$ cat config.mk
export PLATFORM = sky130hd
export DESIGN_NAME = fsr_ctrl
export DESIGN_NICKNAME = d
export VERILOG_FILES = /design/src/rtl/fsr_pkg.sv /design/src/rtl/fsr_wel_latch.sv /design/src/rtl/fsr_prot_bits.sv /design/src/rtl/fsr_prot_decode.sv /design/src/rtl/fsr_ctrl.sv
export SDC_FILE = /design/constraint.sdc
export NUM_CORES = 1
export LEC_CHECK = 0
export BUFFER_PORTS_ARGS = -buffer_cell sky130_fd_sc_hd__buf_2
export CORE_UTILIZATION = 46
export CTS_CLUSTER_DIAMETER = 100
export DETAILED_ROUTE_END_ITERATION = 10
export GPL_TIMING_DRIVEN = 0
export PLACE_DENSITY = 0.84
export SYNTH_ARGS = -nofsm -noshare
export SYNTH_HDL_FRONTEND = slang
export SYNTH_SLANG_ARGS = --single-unit
export TNS_END_PERCENT = 5
$ cat constraint.sdc
create_clock -name clk -period 5.2 [get_ports clk]
set_input_delay 1.04 -clock clk [delete_from_list [all_inputs] [get_ports clk]]
set_output_delay 1.04 -clock clk [all_outputs]
set_load 0.1 [all_outputs]
$ cat src/rtl/fsr_pkg.sv
package fsr_pkg;
    localparam int ST_BUSY = 0;
    localparam int ST_WEL  = 1;
    localparam int ST_BP   = 2;
    localparam int ST_TB   = 5;
    localparam int ST_LOCK = 7;

    typedef struct packed {
        logic       lock;
        logic       tb;
        logic [2:0] bp;
    } prot_cfg_t;
endpackage

$ cat src/rtl/fsr_wel_latch.sv
module fsr_wel_latch (
    input  logic clk,
    input  logic rst_n,
    input  logic set_i,
    input  logic clr_i,
    output logic wel_o
);
    typedef struct packed {
        logic wel;
    } wel_st_t;

    wel_st_t st_d, st_q;

    always_comb begin
        st_d = st_q;
        if (clr_i) st_d.wel = 1'b0;
        if (set_i) st_d.wel = 1'b1;
    end

    always_ff @(posedge clk or negedge rst_n) begin
        if (!rst_n) st_q <= '0;
        else        st_q <= st_d;
    end

    assign wel_o = st_q.wel;
endmodule

$ cat src/rtl/fsr_prot_bits.sv
module fsr_prot_bits
    import fsr_pkg::*;
(
    input  logic      clk,
    input  logic      rst_n,
    input  logic      wr_i,
    input  prot_cfg_t wr_cfg_i,
    input  logic      wp_n_i,
    output prot_cfg_t cfg_o
);
    prot_cfg_t cfg_d, cfg_q;
    logic      frozen;

    always_comb begin
        frozen = cfg_q.lock & ~wp_n_i;
        cfg_d  = cfg_q;
        if (wr_i && !frozen) cfg_d = wr_cfg_i;
    end

    always_ff @(posedge clk or negedge rst_n) begin
        if (!rst_n) cfg_q <= '0;
        else        cfg_q <= cfg_d;
    end

    assign cfg_o = cfg_q;
endmodule

$ cat src/rtl/fsr_prot_decode.sv
module fsr_prot_decode
    import fsr_pkg::*;
#(
    parameter int BLK_LOG2 = 3,
    parameter int BLK_W    = 16
) (
    input  prot_cfg_t                  cfg_i,
    input  logic [BLK_LOG2+BLK_W-1:0]  addr_i,
    input  logic                       chip_i,
    output logic                       addr_hit_o,
    output logic                       hit_o
);
    localparam int NBLK   = 1 << BLK_LOG2;
    localparam int ADDR_W = BLK_LOG2 + BLK_W;

    int                  cnt;
    logic [NBLK-1:0]     mask;
    logic [BLK_LOG2-1:0] blk;

    always_comb begin
        if (cfg_i.bp == 3'd0)                    cnt = 0;
        else if (int'(cfg_i.bp) - 1 >= BLK_LOG2) cnt = NBLK;
        else                                     cnt = 1 << (int'(cfg_i.bp) - 1);
    end

    for (genvar i = 0; i < NBLK; i++) begin : g_blk
        assign mask[i] = cfg_i.tb ? (i < cnt) : (i + cnt >= NBLK);
    end

    assign blk        = addr_i[ADDR_W-1:BLK_W];
    assign addr_hit_o = mask[blk];
    assign hit_o      = chip_i ? (|mask) : addr_hit_o;
endmodule

$ cat src/rtl/fsr_ctrl.sv
module fsr_ctrl
    import fsr_pkg::*;
#(
    parameter int BLK_LOG2 = 3,
    parameter int BLK_W    = 16,
    localparam int ADDR_W  = BLK_LOG2 + BLK_W
) (
    input  logic              clk,
    input  logic              rst_n,
    input  logic              cmd_wren,
    input  logic              cmd_wrdi,
    input  logic              cmd_wrsr,
    input  logic [7:0]        wr_data,
    input  logic              wp_n,
    input  logic              busy_in,
    input  logic              op_done,
    input  logic [ADDR_W-1:0] req_addr,
    input  logic              req_chip,
    output logic [7:0]        status,
    output logic              prog_ok,
    output logic              erase_ok,
    output logic              wrsr_ok,
    output logic              protect_hit
);
    logic      wel;
    logic      wrsr_acc;
    logic      addr_hit;
    logic      may_write;
    prot_cfg_t cfg;
    prot_cfg_t wr_cfg;

    assign may_write = wel & ~busy_in;
    assign wrsr_acc  = cmd_wrsr & may_write;

    always_comb begin
        wr_cfg.bp   = wr_data[ST_BP+2:ST_BP];
        wr_cfg.tb   = wr_data[ST_TB];
        wr_cfg.lock = wr_data[ST_LOCK];
    end

    fsr_wel_latch u_wel (
        .clk   (clk),
        .rst_n (rst_n),
        .set_i (cmd_wren),
        .clr_i (cmd_wrdi | op_done | wrsr_acc),
        .wel_o (wel)
    );

    fsr_prot_bits u_bits (
        .clk      (clk),
        .rst_n    (rst_n),
        .wr_i     (wrsr_acc),
        .wr_cfg_i (wr_cfg),
        .wp_n_i   (wp_n),
        .cfg_o    (cfg)
    );

    fsr_prot_decode #(.BLK_LOG2(BLK_LOG2), .BLK_W(BLK_W)) u_dec (
        .cfg_i      (cfg),
        .addr_i     (req_addr),
        .chip_i     (req_chip),
        .addr_hit_o (addr_hit),
        .hit_o      (protect_hit)
    );

    always_comb begin
        status                   = '0;
        status[ST_BUSY]          = busy_in;
        status[ST_WEL]           = wel;
        status[ST_BP+2:ST_BP]    = cfg.bp;
        status[ST_TB]            = cfg.tb;
        status[ST_LOCK]          = cfg.lock;
    end

    assign prog_ok  = may_write & ~addr_hit;
    assign erase_ok = may_write & ~protect_hit;
    assign wrsr_ok  = may_write;
endmodule

* Word-level counts from Yosys, hierarchy flattened
Index checks and enable logic that the tools add are counted.
** Storage, ports and cells
- Word-level logic and storage cells :: 62
- Bits in latches :: 0
- Flip-flop bits (word level) :: 6
- Memories :: 0
- Output and inout bits :: 12
- Bits in read-only memories :: 0
- RAM bits :: 0
** Operators by class
- $mul :: 0
- Div/mod/pow operators :: 0
- Add/subtract/negate cells :: 8
- Order comparisons :: 18
- Reductions and logical operators :: 5
- Equality and inequality tests :: 0
- Mux-type cells :: 15
- Bitwise logic cells :: 11
- Shift-type cells :: 1
** Operators with widths (number)
- greater-or-equal comparator 32 x 5 -> 1 bit (second input constant) :: 8
- adder 4 x 32 -> 32 bit (first input constant) :: 4
- < comparator 4 x 32 -> 1 bit (first input constant) :: 4
- adder 3 x 32 -> 32 bit (first input constant) :: 2
- < comparator 3 x 32 -> 1 bit (first input constant) :: 2
- 2-to-1 mux 32 bit :: 2
- adder 2 x 32 -> 32 bit (first input constant) :: 1
- greater-or-equal comparator 32 x 3 -> 1 bit (second input constant) :: 1
- < comparator 1 x 32 -> 1 bit (first input constant) :: 1
- < comparator 2 x 32 -> 1 bit (first input constant) :: 1
- << shifter 1 x 32 -> 32 bit (first input constant) :: 1
- 2-to-1 mux 1 bit :: 12
- OR reduction 8 bit :: 1
- bitwise AND 1 bit :: 5
- < comparator 3 x 4 -> 1 bit (second input constant) :: 1
- NOT 1 bit :: 4
- subtractor 3 x 1 -> 4 bit (second input constant) :: 1
- binary-select mux 1 bit (select 3 bit) :: 1
- zero test 3 bit :: 1
- bitwise OR 1 bit :: 2
- nonzero test 2 bit :: 1
- logical AND 1 bit :: 1
- zero test 1 bit :: 1

* Longest topological paths before layout
- Word-level depth :: 12
- Gate-level depth with buffers :: 13

* By module
A second synthesis with hierarchy kept.
** Unflattened totals
- Cells, all modules :: 86
- Area, all modules :: 733.2 um^2
** Modules (own cells, without submodules)
- fsr_prot_decode :: times used 1, seq. area each 0.0 um^2, cells each 60, area each 422.9 um^2
- fsr_prot_bits :: times used 1, seq. area each 125.1 um^2, cells each 13, area each 206.4 um^2
- fsr_ctrl :: times used 1, seq. area each 0.0 um^2, cells each 10, area each 67.6 um^2
- fsr_wel_latch :: times used 1, seq. area each 25.0 um^2, cells each 3, area each 36.3 um^2

* Least setup slack after synthesis
Ideal clock, no wire load.
- Kind :: register to output
- Start :: register u_bits.cfg_q (netlist bit u_bits.cfg_o[0])
- End :: output erase_ok
- Required time :: 4.160 ns
- Slack :: -0.944 ns
- Cell stages (with the launch flop) :: 13
- Arrival :: 5.104 ns
- Path buffers :: 0
- Cell sequence :: dfrtp_1 -> inv_1 -> ha_1 -> o21bai_1 -> and2b_2 -> a21oi_1 -> inv_1 -> ha_1 -> a2111oi_0 -> nand3_1 -> o2111ai_2 -> o21bai_2 -> a31oi_1
** Between the ends
- Cells in the longest elaborated chain, start to end :: 12
** RTL lines
- start: declaration :: line fsr_prot_bits.sv:11 : prot_cfg_t cfg_d, cfg_q;
- start signal: assignment :: line fsr_prot_bits.sv:22 : else cfg_q <= cfg_d;
- subtractor 3 x 1 -> 4 bit :: line fsr_prot_decode.sv:22, fsr_prot_decode.sv:23
- greater-or-equal comparator 32 x 3 -> 1 bit or << shifter 1 x 32 -> 32 bit (tied branches) :: line fsr_prot_decode.sv:22, fsr_prot_decode.sv:23
- 2-to-1 mux 32 bit :: line fsr_prot_decode.sv:22 : else if (int'(cfg_i.bp) - 1 >= BLK_LOG2) cnt = NBLK;
- 2-to-1 mux 32 bit (*) :: line fsr_prot_decode.sv:21 : if (cfg_i.bp == 3'd0) cnt = 0;
- adder 2 x 32 -> 32 bit, or another cell as far along :: line fsr_prot_decode.sv:27 : assign mask[i] = cfg_i.tb ? (i < cnt) : (i + cnt >= NBLK);
- greater-or-equal comparator 32 x 5 -> 1 bit :: line fsr_prot_decode.sv:27
- 2-to-1 mux 1 bit :: line fsr_prot_decode.sv:27
- binary-select mux 1 bit (select 3 bit) :: line fsr_prot_decode.sv:31 : assign addr_hit_o = mask[blk];
- 2-to-1 mux 1 bit (implied by the code) :: line fsr_prot_decode.sv:31
- 2-to-1 mux 1 bit (*) :: line fsr_prot_decode.sv:32 : assign hit_o = chip_i ? (|mask) : addr_hit_o;
- NOT 1 bit (*) :: line fsr_ctrl.sv:76 : assign erase_ok = may_write & ~protect_hit;
- bitwise AND 1 bit (*) :: line fsr_ctrl.sv:76
- end: declaration :: line fsr_ctrl.sv:21 : output logic erase_ok,
Every way passes the cells marked *; elsewhere a longest branch is shown, timed or not. The select of a mux whose other input is x is not followed.

* Final worst setup path
Ends and elaborated chain as after synthesis.

==> run metrics <==
status=finished, violations left; violated checks=DRC; CTS resizes=0; Via density=6.11; CP max stage cell=a2111oi_0; TritonRoute pass-1 iters=7; leakage power=0.469 nW; post-DR wirelength/cell=approximately 14 µm; EDFF count, synth=0; Buffers on Ports=27; synth warn=0; Pins Over Slew Limit=0; CP Capture Type=primary output; final wirelength=2200 µm; worst hold slack=~0.52 ns; Area contributors post-synth=dfrtp_1 (19%), ha_1 (11%), nand2_1 (5.6%); largest net degree at the start of global routing=11; Die Span Y=43.8 µm; Stages on worst setup path=12; Fin. Hold Viols=0; critical path's top delay family=compound AO/OA/AOI/OAI gates; Syn Nets=151; FF-to-FF path depth=5; Seq/Total Area, Yosys=18.7%; Synth Cell Area=805 µm²; Syn Inst Count=about 110; # DRC=3; layout cell share with drive strength beyond 1=31.2%; Routability Congestion=0.895; row count=14; Root Buffer=clkbuf_4; Commonest cells post-synth=nand2_1 (12), inv_1 (10), o21ai_0 (8); Total Nets Final=183; Async SR Flop Fraction=100%; Clock Latency Late Sink=around 0.25 ns; Buf+Inv Stages, Crit Path=2; Die ar.=1920 µm²; total gr overflow=0; design area=1010 µm²; Setup crit start kind=flop; peak supply drop=~0.34 mV; count leader, synth=nand2_1; first-pass GRT wire length=3560 µm; WS Path Type=flop to primary output; Layout area overhead=25.0%; remaining antenna violation count=0; Final Cycle Share=a little over nine tenths; diode count=0; antenna violations before repair=0; Slew @ Worst Pin=0.534 ns; post-route insts no fill=approximately 150; post-layout util=63.8%; Largest stage delay, worst path=0.51 ns; RSZ-0062 raised after global routing=false; total power per unit cell area=about 450 nW/µm²; Num CTS Buffers=3; CP Data Arrival Time=3.94 ns; multi-input logic area=612 µm²; max_cap viols=0; count of different cell masters after synthesis=39; starting density of the core=51.0%; CTS sink count=6; #FFs+latches synth=6; die width=43.8 µm; Placed Instances=151; worst-path maximum fanout=6; worst hold stages=1; Clock Pin Slew Worst Setup and Hold Paths=0.05 ns; area leader, netlist=dfrtp_1; Placed Area=977 µm²; fill count=137; final setup fails=0; worst path required time=between 4 and 5 ns; Total GRT Usage=24.8%; hold_buf cts=0; clock tree buffer depth=2; via count=roughly 940; Max-Slew Margin vs Limit=63.5%; number of global-route vias before repair=840; Min-Delay Path Class=flop to flop; average footprint of a synthesized cell=7.45 µm²; H-tree levels=1; # IOs=48; post-CTS setup buffer count=0; storage element area=150 µm²; prevailing post-synth register cell=dfrtp_1; post-synth top area share=18.7%; CTS tree=yes; Detailed Place HPWL=~1700 µm; initial DRC count=43; setup ws final=0.221 ns; Place WS=0.319 ns; Clock Skews=0.00597 ns; Final min period=around 5.0 ns; Placeable Area=1580 µm²; achievable frequency=201 MHz; Cell Chain, Critical Path=inv_1 > ha_1 > or2_2 > a211oi_1 > nand2_1 > ha_1 > a2111oi_0 > nand2_1 > a211oi_1 > o21ai_0 > a31oi_4 > clkbuf_4
-- flip-flops by register name (all words and copies together), names as in the netlist --
register      flops
u_bits.cfg_o      5
u_wel.wel_o       1
-- power breakdown --
part	switching, W	total (W)	leakage, nW	internal (W)
Sequential	0.0000124	0.0000685	0.0713	0.0000561
Clock	0.0000178	0.0000440	0.0138	0.0000262
Combinational	0.000247	0.000337	0.384	0.0000896
Total	0.000278	0.000450	0.469	0.000172
-- through the flow --
step | TNS [ns] | power [W]
2_1_floorplan | -0.285 | 0.000336
3_3_place_gp | 0 | 0.000391
3_5_place_dp | 0 | 0.000399
4_1_cts | 0 | 0.000446
5_1_grt | 0 | 0.000479
6_report | 0 | 0.000450
-- cells by family after synthesis --
kind of cell	after synthesis	share of synthesized area, %
AND/OR/NAND/NOR	41	25.7
AO/OA/AOI/OAI	38	35.0
buffers and inverters	14	7.93
adder cells (fa/ha/maj)	7	10.9
flip-flops	6	18.7
multiplexers	1	1.40
other	1	0.466
-- cell usage in the layout (no fill, tap or decap), types with 2 or more instances in the layout --
cell type  instances
a21oi_1            5
and3_1             2
a211oi_1           3
o211ai_1           2
nand3b_1           2
nand3_1            7
buf_2             26
nor2_1             6
a2111oi_0          2
buf_4              3
a211o_1            3
dfrtp_1            6
ha_1               7
o21ai_0            8
nand2_1           12
nand2b_1           5
clkbuf_4           4
inv_1             10
-- worst paths after layout --
kind	startpoint	end	slack [ns]
setup reg to reg	u_wel.wel_o$_DFFE_PN0P_	u_bits.cfg_o[2]$_DFFE_PN0P_	3.54
min in group asynchronous	rst_n	u_bits.cfg_o[3]$_DFFE_PN0P_	0.60
hold / removal	u_bits.cfg_o[4]$_DFFE_PN0P_	u_bits.cfg_o[4]$_DFFE_PN0P_	0.52
hold reg to reg	u_bits.cfg_o[4]$_DFFE_PN0P_	u_bits.cfg_o[4]$_DFFE_PN0P_	0.52
setup / recovery	u_bits.cfg_o[0]$_DFFE_PN0P_	erase_ok	0.22
max in group asynchronous	rst_n	u_bits.cfg_o[1]$_DFFE_PN0P_	4.46
-- layout make-up --
class,instances,area share [%]
Sequential cell,6,14.9
Timing Repair Buffer,27,13.7
Inverter,10,3.73
Multi-Input combinational cell,88,60.8
Clock buffer,3,2.24
Tap cell,16,1.99
Buffer,4,2.61
-- layer usage --
metal	GRT usage, %	vias up	share of wire (%)
li1	-	459	-
met2	43.6	48	51
met1	30.9	430	42
met3	5.00	4	6.5
met5	0	-	0
met4	5.63	0	0.64
Note: power is estimated with default switching activity, not from simulation.
